[src/rtl/pcc_pkg.sv]
// Shared types and helpers for the adaptive page-close controller.
// Assumes: one access event per cycle at most.
package pcc_pkg;

    typedef enum logic {
        ALG_KEEP  = 1'b0,
        ALG_CLOSE = 1'b1
    } algo_e;

    // Map an access outcome to its effect on the mistake count.
    function automatic logic signed [1:0] outcome_delta(input logic hit, input logic prior_close);
        if (!prior_close && !hit)
            return 2'sb01;   // held open, then missed
        else if (prior_close && hit)
            return 2'sb11;   // closed, then the row would have hit
        else
            return 2'sb00;   // decision was right
    endfunction

endpackage

[src/rtl/pcc_interval.sv]
// Update-interval tick generator.
// Raises tick for one cycle every cfg_interval+1 cycles, starting its count at reset.
// Assumes: cfg_interval is held steady while out of reset.
module pcc_interval #(
    parameter int RATE_W = 8
) (
    input  logic              clk,
    input  logic              rst_n,
    input  logic [RATE_W-1:0] cfg_interval,
    output logic              tick
);

    logic [RATE_W-1:0] tcnt_q;

    assign tick = (tcnt_q == cfg_interval);

    // Count cycles up to the interval, then restart.
    always_ff @(posedge clk) begin
        if (!rst_n)
            tcnt_q <= '0;
        else if (tick)
            tcnt_q <= '0;
        else
            tcnt_q <= tcnt_q + 1'b1;
    end

    // a nonzero interval never yields back-to-back ticks
    p_tick_spacing_r8: assert property (@(posedge clk) disable iff (!rst_n)
        (tick && cfg_interval != '0) |=> !tick);

endmodule

[src/rtl/pcc_mistake_tracker.sv]
// Mistake counter with net-event accumulator and hysteretic policy select.
// Events are summed into a saturating signed accumulator. On each tick the sum
// is added to a saturating counter, and the policy is reconsidered from the
// old and new counts.
// Assumes: cfg_hi_thr >= cfg_lo_thr, and the thresholds are steady out of reset.
module pcc_mistake_tracker
    import pcc_pkg::*;
#(
    parameter int CNT_W = 4,
    parameter int ACC_W = 6
) (
    input  logic             clk,
    input  logic             rst_n,
    input  logic             tick,
    input  logic             ev_valid,
    input  logic             ev_hit,
    input  logic             ev_prior_close,
    input  logic [CNT_W-1:0] cfg_start,
    input  logic [CNT_W-1:0] cfg_hi_thr,
    input  logic [CNT_W-1:0] cfg_lo_thr,
    output algo_e            algo_q
);

    localparam int SUM_W = ((ACC_W > CNT_W) ? ACC_W : CNT_W) + 2;
    localparam logic [CNT_W-1:0]        CNT_MAX = {CNT_W{1'b1}};
    localparam logic signed [SUM_W-1:0] SUM_MAX = SUM_W'(2**CNT_W - 1);
    localparam logic signed [ACC_W:0]   ACC_HI  = (ACC_W+1)'(2**(ACC_W-1) - 1);
    localparam logic signed [ACC_W:0]   ACC_LO  = (ACC_W+1)'(-(2**(ACC_W-1)));

    logic signed [1:0]       delta;
    logic signed [ACC_W-1:0] acc_q, acc_sat, acc_d;
    logic signed [ACC_W:0]   acc_ext;
    logic signed [SUM_W-1:0] sum;
    logic [CNT_W-1:0]        cnt_q, cnt_d;
    algo_e                   algo_d;

    assign delta = ev_valid ? outcome_delta(ev_hit, ev_prior_close) : 2'sb00;

    // Add this cycle's outcome to the accumulator, clamped to its range.
    always_comb begin
        acc_ext = {acc_q[ACC_W-1], acc_q} + {{(ACC_W-1){delta[1]}}, delta};
        if (acc_ext > ACC_HI)
            acc_sat = ACC_HI[ACC_W-1:0];
        else if (acc_ext < ACC_LO)
            acc_sat = ACC_LO[ACC_W-1:0];
        else
            acc_sat = acc_ext[ACC_W-1:0];
        acc_d = tick ? {{(ACC_W-2){delta[1]}}, delta} : acc_sat;
    end

    // Apply the accumulated net count to the counter, saturating at both ends.
    always_comb begin
        sum = {{(SUM_W-CNT_W){1'b0}}, cnt_q} + {{(SUM_W-ACC_W){acc_q[ACC_W-1]}}, acc_q};
        if (sum[SUM_W-1])
            cnt_d = '0;
        else if (sum > SUM_MAX)
            cnt_d = CNT_MAX;
        else
            cnt_d = sum[CNT_W-1:0];
    end

    // Pick the next policy from the direction and level of the new count.
    always_comb begin
        algo_d = algo_q;
        if (cnt_d > cfg_hi_thr && cnt_d > cnt_q)
            algo_d = ALG_CLOSE;
        else if (cnt_d < cfg_lo_thr && cnt_d < cnt_q)
            algo_d = ALG_KEEP;
    end

    // Hold accumulator, counter and policy; counter and policy move only on a tick.
    always_ff @(posedge clk) begin
        if (!rst_n) begin
            acc_q  <= '0;
            cnt_q  <= cfg_start;
            algo_q <= ALG_KEEP;
        end else begin
            acc_q <= acc_d;
            if (tick) begin
                cnt_q  <= cnt_d;
                algo_q <= algo_d;
            end
        end
    end

    // the counter is frozen between ticks
    p_hold_between_ticks_r8: assert property (@(posedge clk) disable iff (!rst_n)
        !tick |=> $stable(cnt_q));

    // a full counter never wraps on a non-negative update
    p_sat_top_r7: assert property (@(posedge clk) disable iff (!rst_n)
        (tick && !acc_q[ACC_W-1] && cnt_q == CNT_MAX) |=> cnt_q == CNT_MAX);

    // an empty counter never wraps on a non-positive update
    p_sat_bottom_r7: assert property (@(posedge clk) disable iff (!rst_n)
        (tick && (acc_q[ACC_W-1] || acc_q == '0) && cnt_q == '0) |=> cnt_q == '0);

    // entry to aggressive close needs a rising count above the high threshold
    p_rise_to_close_r5: assert property (@(posedge clk) disable iff (!rst_n)
        $rose(algo_q) |-> (cnt_q > $past(cnt_q) && cnt_q > $past(cfg_hi_thr)));

    // entry to keep-open needs a falling count below the low threshold
    p_fall_to_keep_r6: assert property (@(posedge clk) disable iff (!rst_n)
        $fell(algo_q) |-> (cnt_q < $past(cnt_q) && cnt_q < $past(cfg_lo_thr)));

endmodule

[src/rtl/pcc_bank_timer.sv]
// Per-bank keep-open hold timer and close-request generator.
// Under close policy an access asks for a close next cycle. Under keep-open it
// (re)loads the hold time, and expiry raises a one-cycle request.
// Assumes: close_mode is high whenever enable is low.
module pcc_bank_timer #(
    parameter int TMO_W = 8
) (
    input  logic             clk,
    input  logic             rst_n,
    input  logic             enable,
    input  logic             close_mode,
    input  logic             access,
    input  logic [TMO_W-1:0] cfg_timeout,
    output logic             req_q
);

    logic [TMO_W-1:0] tmr_q;

    // Run the hold count and form the registered close request.
    always_ff @(posedge clk) begin
        if (!rst_n) begin
            tmr_q <= '0;
            req_q <= 1'b0;
        end else if (!enable) begin
            tmr_q <= '0;
            req_q <= access || (tmr_q != '0);
        end else if (access) begin
            if (close_mode) begin
                tmr_q <= '0;
                req_q <= 1'b1;
            end else begin
                tmr_q <= cfg_timeout;
                req_q <= (cfg_timeout == '0);
            end
        end else if (tmr_q != '0) begin
            tmr_q <= tmr_q - 1'b1;
            req_q <= (tmr_q == TMO_W'(1));
        end else begin
            req_q <= 1'b0;
        end
    end

    // an access under close policy requests at once and holds nothing
    p_close_now_r9: assert property (@(posedge clk) disable iff (!rst_n)
        (enable && access && close_mode) |=> (req_q && tmr_q == '0));

    // an access under keep-open loads the programmed hold time
    p_reload_r10: assert property (@(posedge clk) disable iff (!rst_n)
        (enable && access && !close_mode) |=> tmr_q == $past(cfg_timeout));

    // the last hold cycle ends in a close request
    p_expire_r10: assert property (@(posedge clk) disable iff (!rst_n)
        (enable && !access && tmr_q == TMO_W'(1)) |=> req_q);

    // disabling cancels any running hold
    p_disable_clears_r11: assert property (@(posedge clk) disable iff (!rst_n)
        !enable |=> tmr_q == '0);

endmodule

[src/rtl/page_close_ctrl.sv]
// Adaptive page-close policy controller, top level.
// Ties the update-interval tick, the mistake tracker and one hold timer per bank.
// Assumes: at most one access event per cycle; configuration changes only in reset.
module page_close_ctrl
    import pcc_pkg::*;
#(
    parameter int NUM_BANKS = 4,
    parameter int CNT_W     = 4,
    parameter int ACC_W     = 6,
    parameter int RATE_W    = 8,
    parameter int TMO_W     = 8,
    localparam int BANK_W   = (NUM_BANKS > 1) ? $clog2(NUM_BANKS) : 1
) (
    input  logic                 clk,
    input  logic                 rst_n,
    input  logic                 enable,
    input  logic [CNT_W-1:0]     cfg_start,
    input  logic [CNT_W-1:0]     cfg_hi_thr,
    input  logic [CNT_W-1:0]     cfg_lo_thr,
    input  logic [RATE_W-1:0]    cfg_interval,
    input  logic [TMO_W-1:0]     cfg_timeout,
    input  logic                 ev_valid,
    input  logic [BANK_W-1:0]    ev_bank,
    input  logic                 ev_hit,
    input  logic                 ev_prior_close,
    output logic [NUM_BANKS-1:0] close_req,
    output logic                 algo_close
);

    logic  tick;
    algo_e algo_q;

    pcc_interval #(.RATE_W(RATE_W)) u_interval (
        .clk          (clk),
        .rst_n        (rst_n),
        .cfg_interval (cfg_interval),
        .tick         (tick)
    );

    pcc_mistake_tracker #(.CNT_W(CNT_W), .ACC_W(ACC_W)) u_tracker (
        .clk            (clk),
        .rst_n          (rst_n),
        .tick           (tick),
        .ev_valid       (ev_valid),
        .ev_hit         (ev_hit),
        .ev_prior_close (ev_prior_close),
        .cfg_start      (cfg_start),
        .cfg_hi_thr     (cfg_hi_thr),
        .cfg_lo_thr     (cfg_lo_thr),
        .algo_q         (algo_q)
    );

    // Disabled operation always presents the aggressive-close policy.
    assign algo_close = !enable || (algo_q == ALG_CLOSE);

    for (genvar b = 0; b < NUM_BANKS; b++) begin : g_bank
        pcc_bank_timer #(.TMO_W(TMO_W)) u_timer (
            .clk         (clk),
            .rst_n       (rst_n),
            .enable      (enable),
            .close_mode  (algo_close),
            .access      (ev_valid && ev_bank == BANK_W'(b)),
            .cfg_timeout (cfg_timeout),
            .req_q       (close_req[b])
        );
    end

endmodule

[config.mk]
export PLATFORM = sky130hd
export DESIGN_NAME = page_close_ctrl
export DESIGN_NICKNAME = d
export VERILOG_FILES = /design/src/rtl/pcc_pkg.sv /design/src/rtl/pcc_interval.sv /design/src/rtl/pcc_mistake_tracker.sv /design/src/rtl/pcc_bank_timer.sv /design/src/rtl/page_close_ctrl.sv
export SDC_FILE = /design/constraint.sdc
export NUM_CORES = 1
export LEC_CHECK = 0
export BUFFER_PORTS_ARGS = -buffer_cell sky130_fd_sc_hd__buf_2
export CORE_AREA = 2 2 90 92
export CTS_BUF_LIST = sky130_fd_sc_hd__clkbuf_4
export CTS_CLUSTER_DIAMETER = 30
export DETAILED_ROUTE_END_ITERATION = 7
export DIE_AREA = 0 0 92 94
export PLACE_DENSITY = 0.67
export SYNTH_ARGS = -nofsm -noshare
export SYNTH_HDL_FRONTEND = slang
export SYNTH_SLANG_ARGS = --single-unit
[constraint.sdc]
create_clock -name clk -period 3.05 [get_ports clk]
set_clock_uncertainty 0.05 [all_clocks]
set_input_delay 0.61 -clock clk [delete_from_list [all_inputs] [get_ports clk]]
set_output_delay 0.61 -clock clk [all_outputs]
set_load 0.01 [all_outputs]
* Yosys cells after proc, flatten, opt, wreduce, memory -nomap -nowiden
Index checks and enable logic that the tools add are counted.
** Cells by class
- Add/sub/neg operators :: 7
- $lt $le $gt $ge :: 7
- Eq/ne operators :: 9
- Muxes and demuxes :: 34
- Bitwise gates (word level) :: 1
- Reduce and logical (&&, ||, !) cells :: 30
** Operator list (count)
- $mux 8 :: 9
- $eq 8x1->1 const B :: 4
- $reduce_bool 8->1 :: 4
- $sub 8x1->8 const B :: 4
- $mux 6 :: 3
- $mux 4 :: 4
- $mux 1 :: 15
- $reduce_bool 2->1 :: 5
- $add 8x1->8 const B :: 1
- $eq 8x8->1 :: 1
- $gt 4x4->1 :: 2
- $gt 8x5->1 const B :: 1
- $logic_and 1x1->1 :: 8
- $logic_not 8->1 :: 1
- $lt 4x4->1 :: 2
- $add 5x6->7 :: 1
- $add 6x2->7 :: 1
- $gt 7x6->1 const B :: 1
- $lt 7x6->1 const B :: 1
- $mux 2 :: 3
- $logic_or 1x1->1 :: 5
- $eq 2x2->1 const B :: 2
- $reduce_and 2->1 :: 2
- $logic_not 1->1 :: 3
- other kinds (5) :: 5
** Storage, ports and cells
- Register bits after elaboration :: 55
- Output and inout port bits :: 5

* Depth between registers and ports, before layout
- Word-level depth :: 9
- Depth in mapped cells :: 15
- Depth with buffers taken out :: 15

* Modules after synthesis
From an unflattened synthesis, not the netlist that was laid out.
** Unflattened totals
- Cells, all modules :: 462
- Area total of the unflattened synthesis :: 4015.1 sq um
** By module, submodules not included
- pcc_bank_timer (g_bank[0].u_timer ...) :: times used 3, cells each 64, area an instance 558.0 sq um
- pcc_mistake_tracker :: times used 1, cells each 155, area an instance 1280.0 sq um
- pcc_bank_timer (g_bank[2].u_timer) :: times used 1, cells each 64, area an instance 549.3 sq um
- pcc_interval :: times used 1, cells each 46, area an instance 467.9 sq um
- page_close_ctrl :: times used 1, cells each 5, area an instance 43.8 sq um

* Worst setup path after synthesis
Ideal clock, no wire load.
- Path kind :: flip-flop to flip-flop
- Start :: reg u_tracker.cnt_q[0]
- End :: reg u_tracker.algo_q
- Setup time :: 0.136 ns
- Data arrival time :: 3.072 ns
- Setup slack :: -0.208 ns
- Stages on the path, launching flop included :: 15
- Buffers on the path :: 0
- Clock period less this slack :: 3.258 ns
- Cells stage by stage :: edfxtp_1 ha_1 inv_1 fa_1 nand2b_1 nor4_4 a221oi_1 nor2b_1 o21a_1 ha_1 a21o_1 o2111ai_1 nand2_1 a2111oi_0 a211oi_1
** On the way
- Cells in the longest elaborated chain, start to end :: 8
** RTL lines
- start, declared :: RTL line pcc_mistake_tracker.sv:34 : logic [CNT_W-1:0] cnt_q, cnt_d;
- start signal, assigned :: RTL line pcc_mistake_tracker.sv:75 : cnt_q <= cfg_start;
- start signal, assigned :: RTL line pcc_mistake_tracker.sv:80 : cnt_q <= cnt_d;
- $add 5x6->7 :: RTL line pcc_mistake_tracker.sv:53 : sum = {{(SUM_W-CNT_W){1'b0}}, cnt_q} + {{(SUM_W-ACC_W){acc_q[ACC_W-1]}}, acc_q};
- $gt 8x5->1 :: RTL line pcc_mistake_tracker.sv:56 : else if (sum > SUM_MAX)
- $mux 4 :: RTL line pcc_mistake_tracker.sv:56
- $mux 4 :: RTL line pcc_mistake_tracker.sv:54 : if (sum[SUM_W-1])
- $lt 4x4->1 or $gt 4x4->1 (tied branches) :: RTL line pcc_mistake_tracker.sv:67, pcc_mistake_tracker.sv:65
- $logic_and 1x1->1 (on tied branches) :: RTL line pcc_mistake_tracker.sv:67, pcc_mistake_tracker.sv:65
- $reduce_bool 2->1 (no line)
- $reduce_and 2->1 (no line)
- end signal, assigned :: RTL line pcc_mistake_tracker.sv:81 : algo_q <= algo_d;
- end, declared :: RTL line pcc_mistake_tracker.sv:21 : output algo_e algo_q
Parallel ways exist; a longest one is shown, timed or not.
A chain may end at the register's enable or synchronous reset.

* Worst setup path in the final report
Ends and elaborated chain as after synthesis.

==> flow_summary.toml <==
[run_status]
status = "complete, but fails checks"
violations = "setup timing"

[floorplanning]
dieWidth_um = 92
start_util_pct = 49.41
rows = 32
core_area_sq_mm = 0.007607
fp.dieH_um = 94
io_pins = 41
die-area_sq_mm = 0.008648

[layout]
antenna_cells = 0
nets = 592
fill_cells = 698
stdcell_count = 629
area_delta_synth_final_pct = 15.78
final_area_sq_mm = 0.004352
seq_area_sq_mm = 0.001141
multi_input_area_sq_mm = 0.002436
final_layout_size_suffix_gt1_share_pct = 18.98

[yosys]
netlist_instances = 472
netlist_area_sq_mm = 0.003759
synth_nets = 537
ys_types = 60
avgSynthCellArea_sq_um = 7.963
ys_seq_area_share_pct = 30.36
synth_flop_cell = "dfxtp_1"
ys_warn_count = 0
synth-seq-cells = 55
ys_async_sr_fraction_pct = 0
synth_edf_count = 4

[placement]
port_buffers = 40
gp_congestion = 0.9400
post_dp_cell_area_sq_mm = 0.004214
dp_hpwl_um = 6789
dpl.cell_count = 618

[power_and_ir_drop]
p_clk_share_pct = 11.1
ir_worst_vdd_uv = 641.1
power_density_mw_per_mm2 = 814.0
internal_power_mw = 2.030
p_sw_mw = 1.513
leakage_nw = 1.909
power.share.switching_pct = 42.70
seq_power_share_pct = 30.9
p_comb_share_pct = 58.0

[route]
first_pass_iters = 5
ant_nets = 0
drc = 0
via_per_inst = 5.555
drt_first_iter_violations = 86
wl_um = 9041
drt-wirelength-per-cell_um = 14.37
num_vias = 3494

[global_route]
grt-ovfl-total = 0
grt_pass1_wl_um = 15440
grt_antenna_before_repair = 0
grt_usage_pct = 21.89
grt_pass1_vias = 3355
grt_max_degree = 23

[sta]
maxSlewViolCount = 0
timing.final.crit_period_ns = 3.096
max_slew_margin_pct = 54.14
fmax_mhz = 323.0
rsz0062_at_grt = "yes"
setup_viol = 1
period_share_pct = 101.5
worst_slew_pin_slew_ns = 0.6864
setup_slack_ns = -0.04569
hold_viol_final = 0

[worst_setup_path]
rrSetupSlack_ns = -0.05
worstSetupPathType = "reg2reg"
cp.required_ns = 3.29
critPathMaxFanout = 3
cp.arrival_ns = 3.33
critPathCaptureType = "flop"
crit_path_start_kind = "flop"

[cts]
path_clk_slew_ns = 0.14
cts_root_buffer = "clkbuf_4"
cts_tree = "yes"
clockBufferDepth = 2
cts.sinks = 55
hold_buffers = 0
htree_num_levels = 2
cts_buffers = 5
clock_latency_ns = 0.37

[min_path]
hold_class = "reg2reg"

[job]
drv_cap = 0
==> state kept, by name, indices dropped and copies added (netlist names) <==
register and cells:
u_interval.tcnt_q 8, g_bank.u_timer.req_q 4, u_tracker.algo_q 1, g_bank.u_timer.tmr_q 32, u_tracker.acc_q 6, u_tracker.cnt_q 4
==> layout by cell type, fill, tap and decap left out, drive strengths merged, types with 8 or more instances in the layout <==
cell type  netlist  routed
a31oi            8       8
nor2            41      41
nand3           17      17
xnor2           18      18
dfxtp           51      51
ha              27      27
nor3            19      19
a211oi          19      19
buf              5      71
o21ai           24      24
inv             37      37
a21oi           40      40
xor2            15      15
nand2           36      36
==> synth_stat cells (all sizes together), types with 4 or more instances <==
library cell | count | area (sq um)
o31ai | 4 | 30.03
and2 | 5 | 31.28
a221oi | 4 | 52.56
nor4 | 6 | 52.55
nand4 | 4 | 25.02
nor2b | 6 | 37.54
a21oi | 40 | 200.2
buf | 5 | 35.03
dfxtp | 51 | 1021
o21ai | 24 | 123.9
edfxtp | 4 | 120.1
nor3 | 19 | 95.09
a31oi | 8 | 50.05
ha | 27 | 337.8
xor2 | 15 | 131.4
a211oi | 19 | 142.6
nand2 | 36 | 137.6
xnor2 | 18 | 157.7
clkbuf | 18 | 67.56
a21o | 5 | 37.54
o22ai | 4 | 25.02
nand3 | 17 | 85.08
nor2 | 41 | 153.9
nand2b | 5 | 31.28
and3 | 6 | 37.54
inv | 37 | 138.9
==> power by group through the flow <==
stage,clock network (mW),registers [mW],logic [mW]
after floorplan,0,1.07,1.61
after global placement,0,1.10,1.93
after detailed placement,0,1.11,1.97
after CTS,0.405,1.09,2.03
after global routing,0.438,1.12,2.33
final,0.395,1.09,2.05
==> repair_timing <==
| item | in CTS | in global routing |
|---|---|---|
| gates resized for setup | 5 | 1 |
| pin swaps | 4 | 1 |
| hold endpoints to repair | 0 | 0 |
| setup buffers | 3 | 1 |
| setup endpoints to repair | 1 | 1 |
==> layout make-up <==
type | instances | area share, %
Clock inverter | 1 | 0.6901
Sequential cell | 55 | 26.22
Timing Repair Buffer | 71 | 9.948
Inverter | 37 | 3.191
Clock buffer | 6 | 1.035
Multi-Input combinational cell | 357 | 55.98
Tap cell | 102 | 2.933
==> stage by stage <==
stage	util, %	setup WS [ns]	total power, mW	TNS, ns	hold slack (ns)
6_report	57.20	-0.04569	3.542	-0.04569	0.4580
5_1_grt	57.20	-0.2026	3.894	-0.2026	0.4689
4_1_cts	56.94	-0.03227	3.521	-0.03227	0.4638
3_5_place_dp	55.39	-0.1355	3.076	-0.1355	0.4305
3_3_place_gp	55.39	-0.03366	3.029	-0.03366	0.4248
2_1_floorplan	-	-0.03630	2.674	-0.03630	0.3948
==> cells by family (layout without fill, tap and decap cells) <==
logic type                 count (synthesis)  in the layout  share of synthesized area [%]
and+or+nand+nor                          162            162                          21.70
AOI/OAI and AO/OA                        127            127                          21.97
buffers and inverters                     60            115                          6.424
DFF                                       55             55                          30.36
xor gates and xnor gates                  33             33                          7.690
adders and majority gates                 29             29                          10.05
muxes                                      6              6                          1.797
==> worst paths after layout <==
kind                          endpoint  cells past startpoint                  from
setup reg to reg      u_tracker.algo_q                     15    u_tracker.cnt_q[0]
hold reg to reg   u_interval.tcnt_q[0]                      1  u_interval.tcnt_q[0]
setup / recovery      u_tracker.algo_q                     15    u_tracker.cnt_q[0]
hold / removal    u_interval.tcnt_q[0]                      1  u_interval.tcnt_q[0]
==> layer usage <==
| metal | wire (um) | vias up | GRT usage, % | part of all wire [%] |
|---|---|---|---|---|
| li1 | - | 1796 | - | - |
| met1 | 4105 | 1616 | 28.36 | 45 |
| met2 | 4469 | 70 | 38.24 | 49 |
| met3 | 320 | 12 | 3.050 | 3.5 |
| met4 | 146 | 0 | 5.970 | 1.6 |
| met5 | 0 | - | 0 | 0 |
==> critical path, cell delays in order, from the launching register on <==
cell and delay [ns]:
edfxtp_1 0.42, ha_2 0.19, inv_1 0.06, fa_2 0.21, and2b_1 0.20, buf_4 0.14
o31ai_1 0.22, a32oi_1 0.12, nand2_1 0.13, inv_1 0.09, ha_1 0.34, nand3_2 0.11
o22ai_1 0.08, mux2_4 0.28, a211o_1 0.23, a211oi_2 0.16
Power figures use the tool's default switching activity.
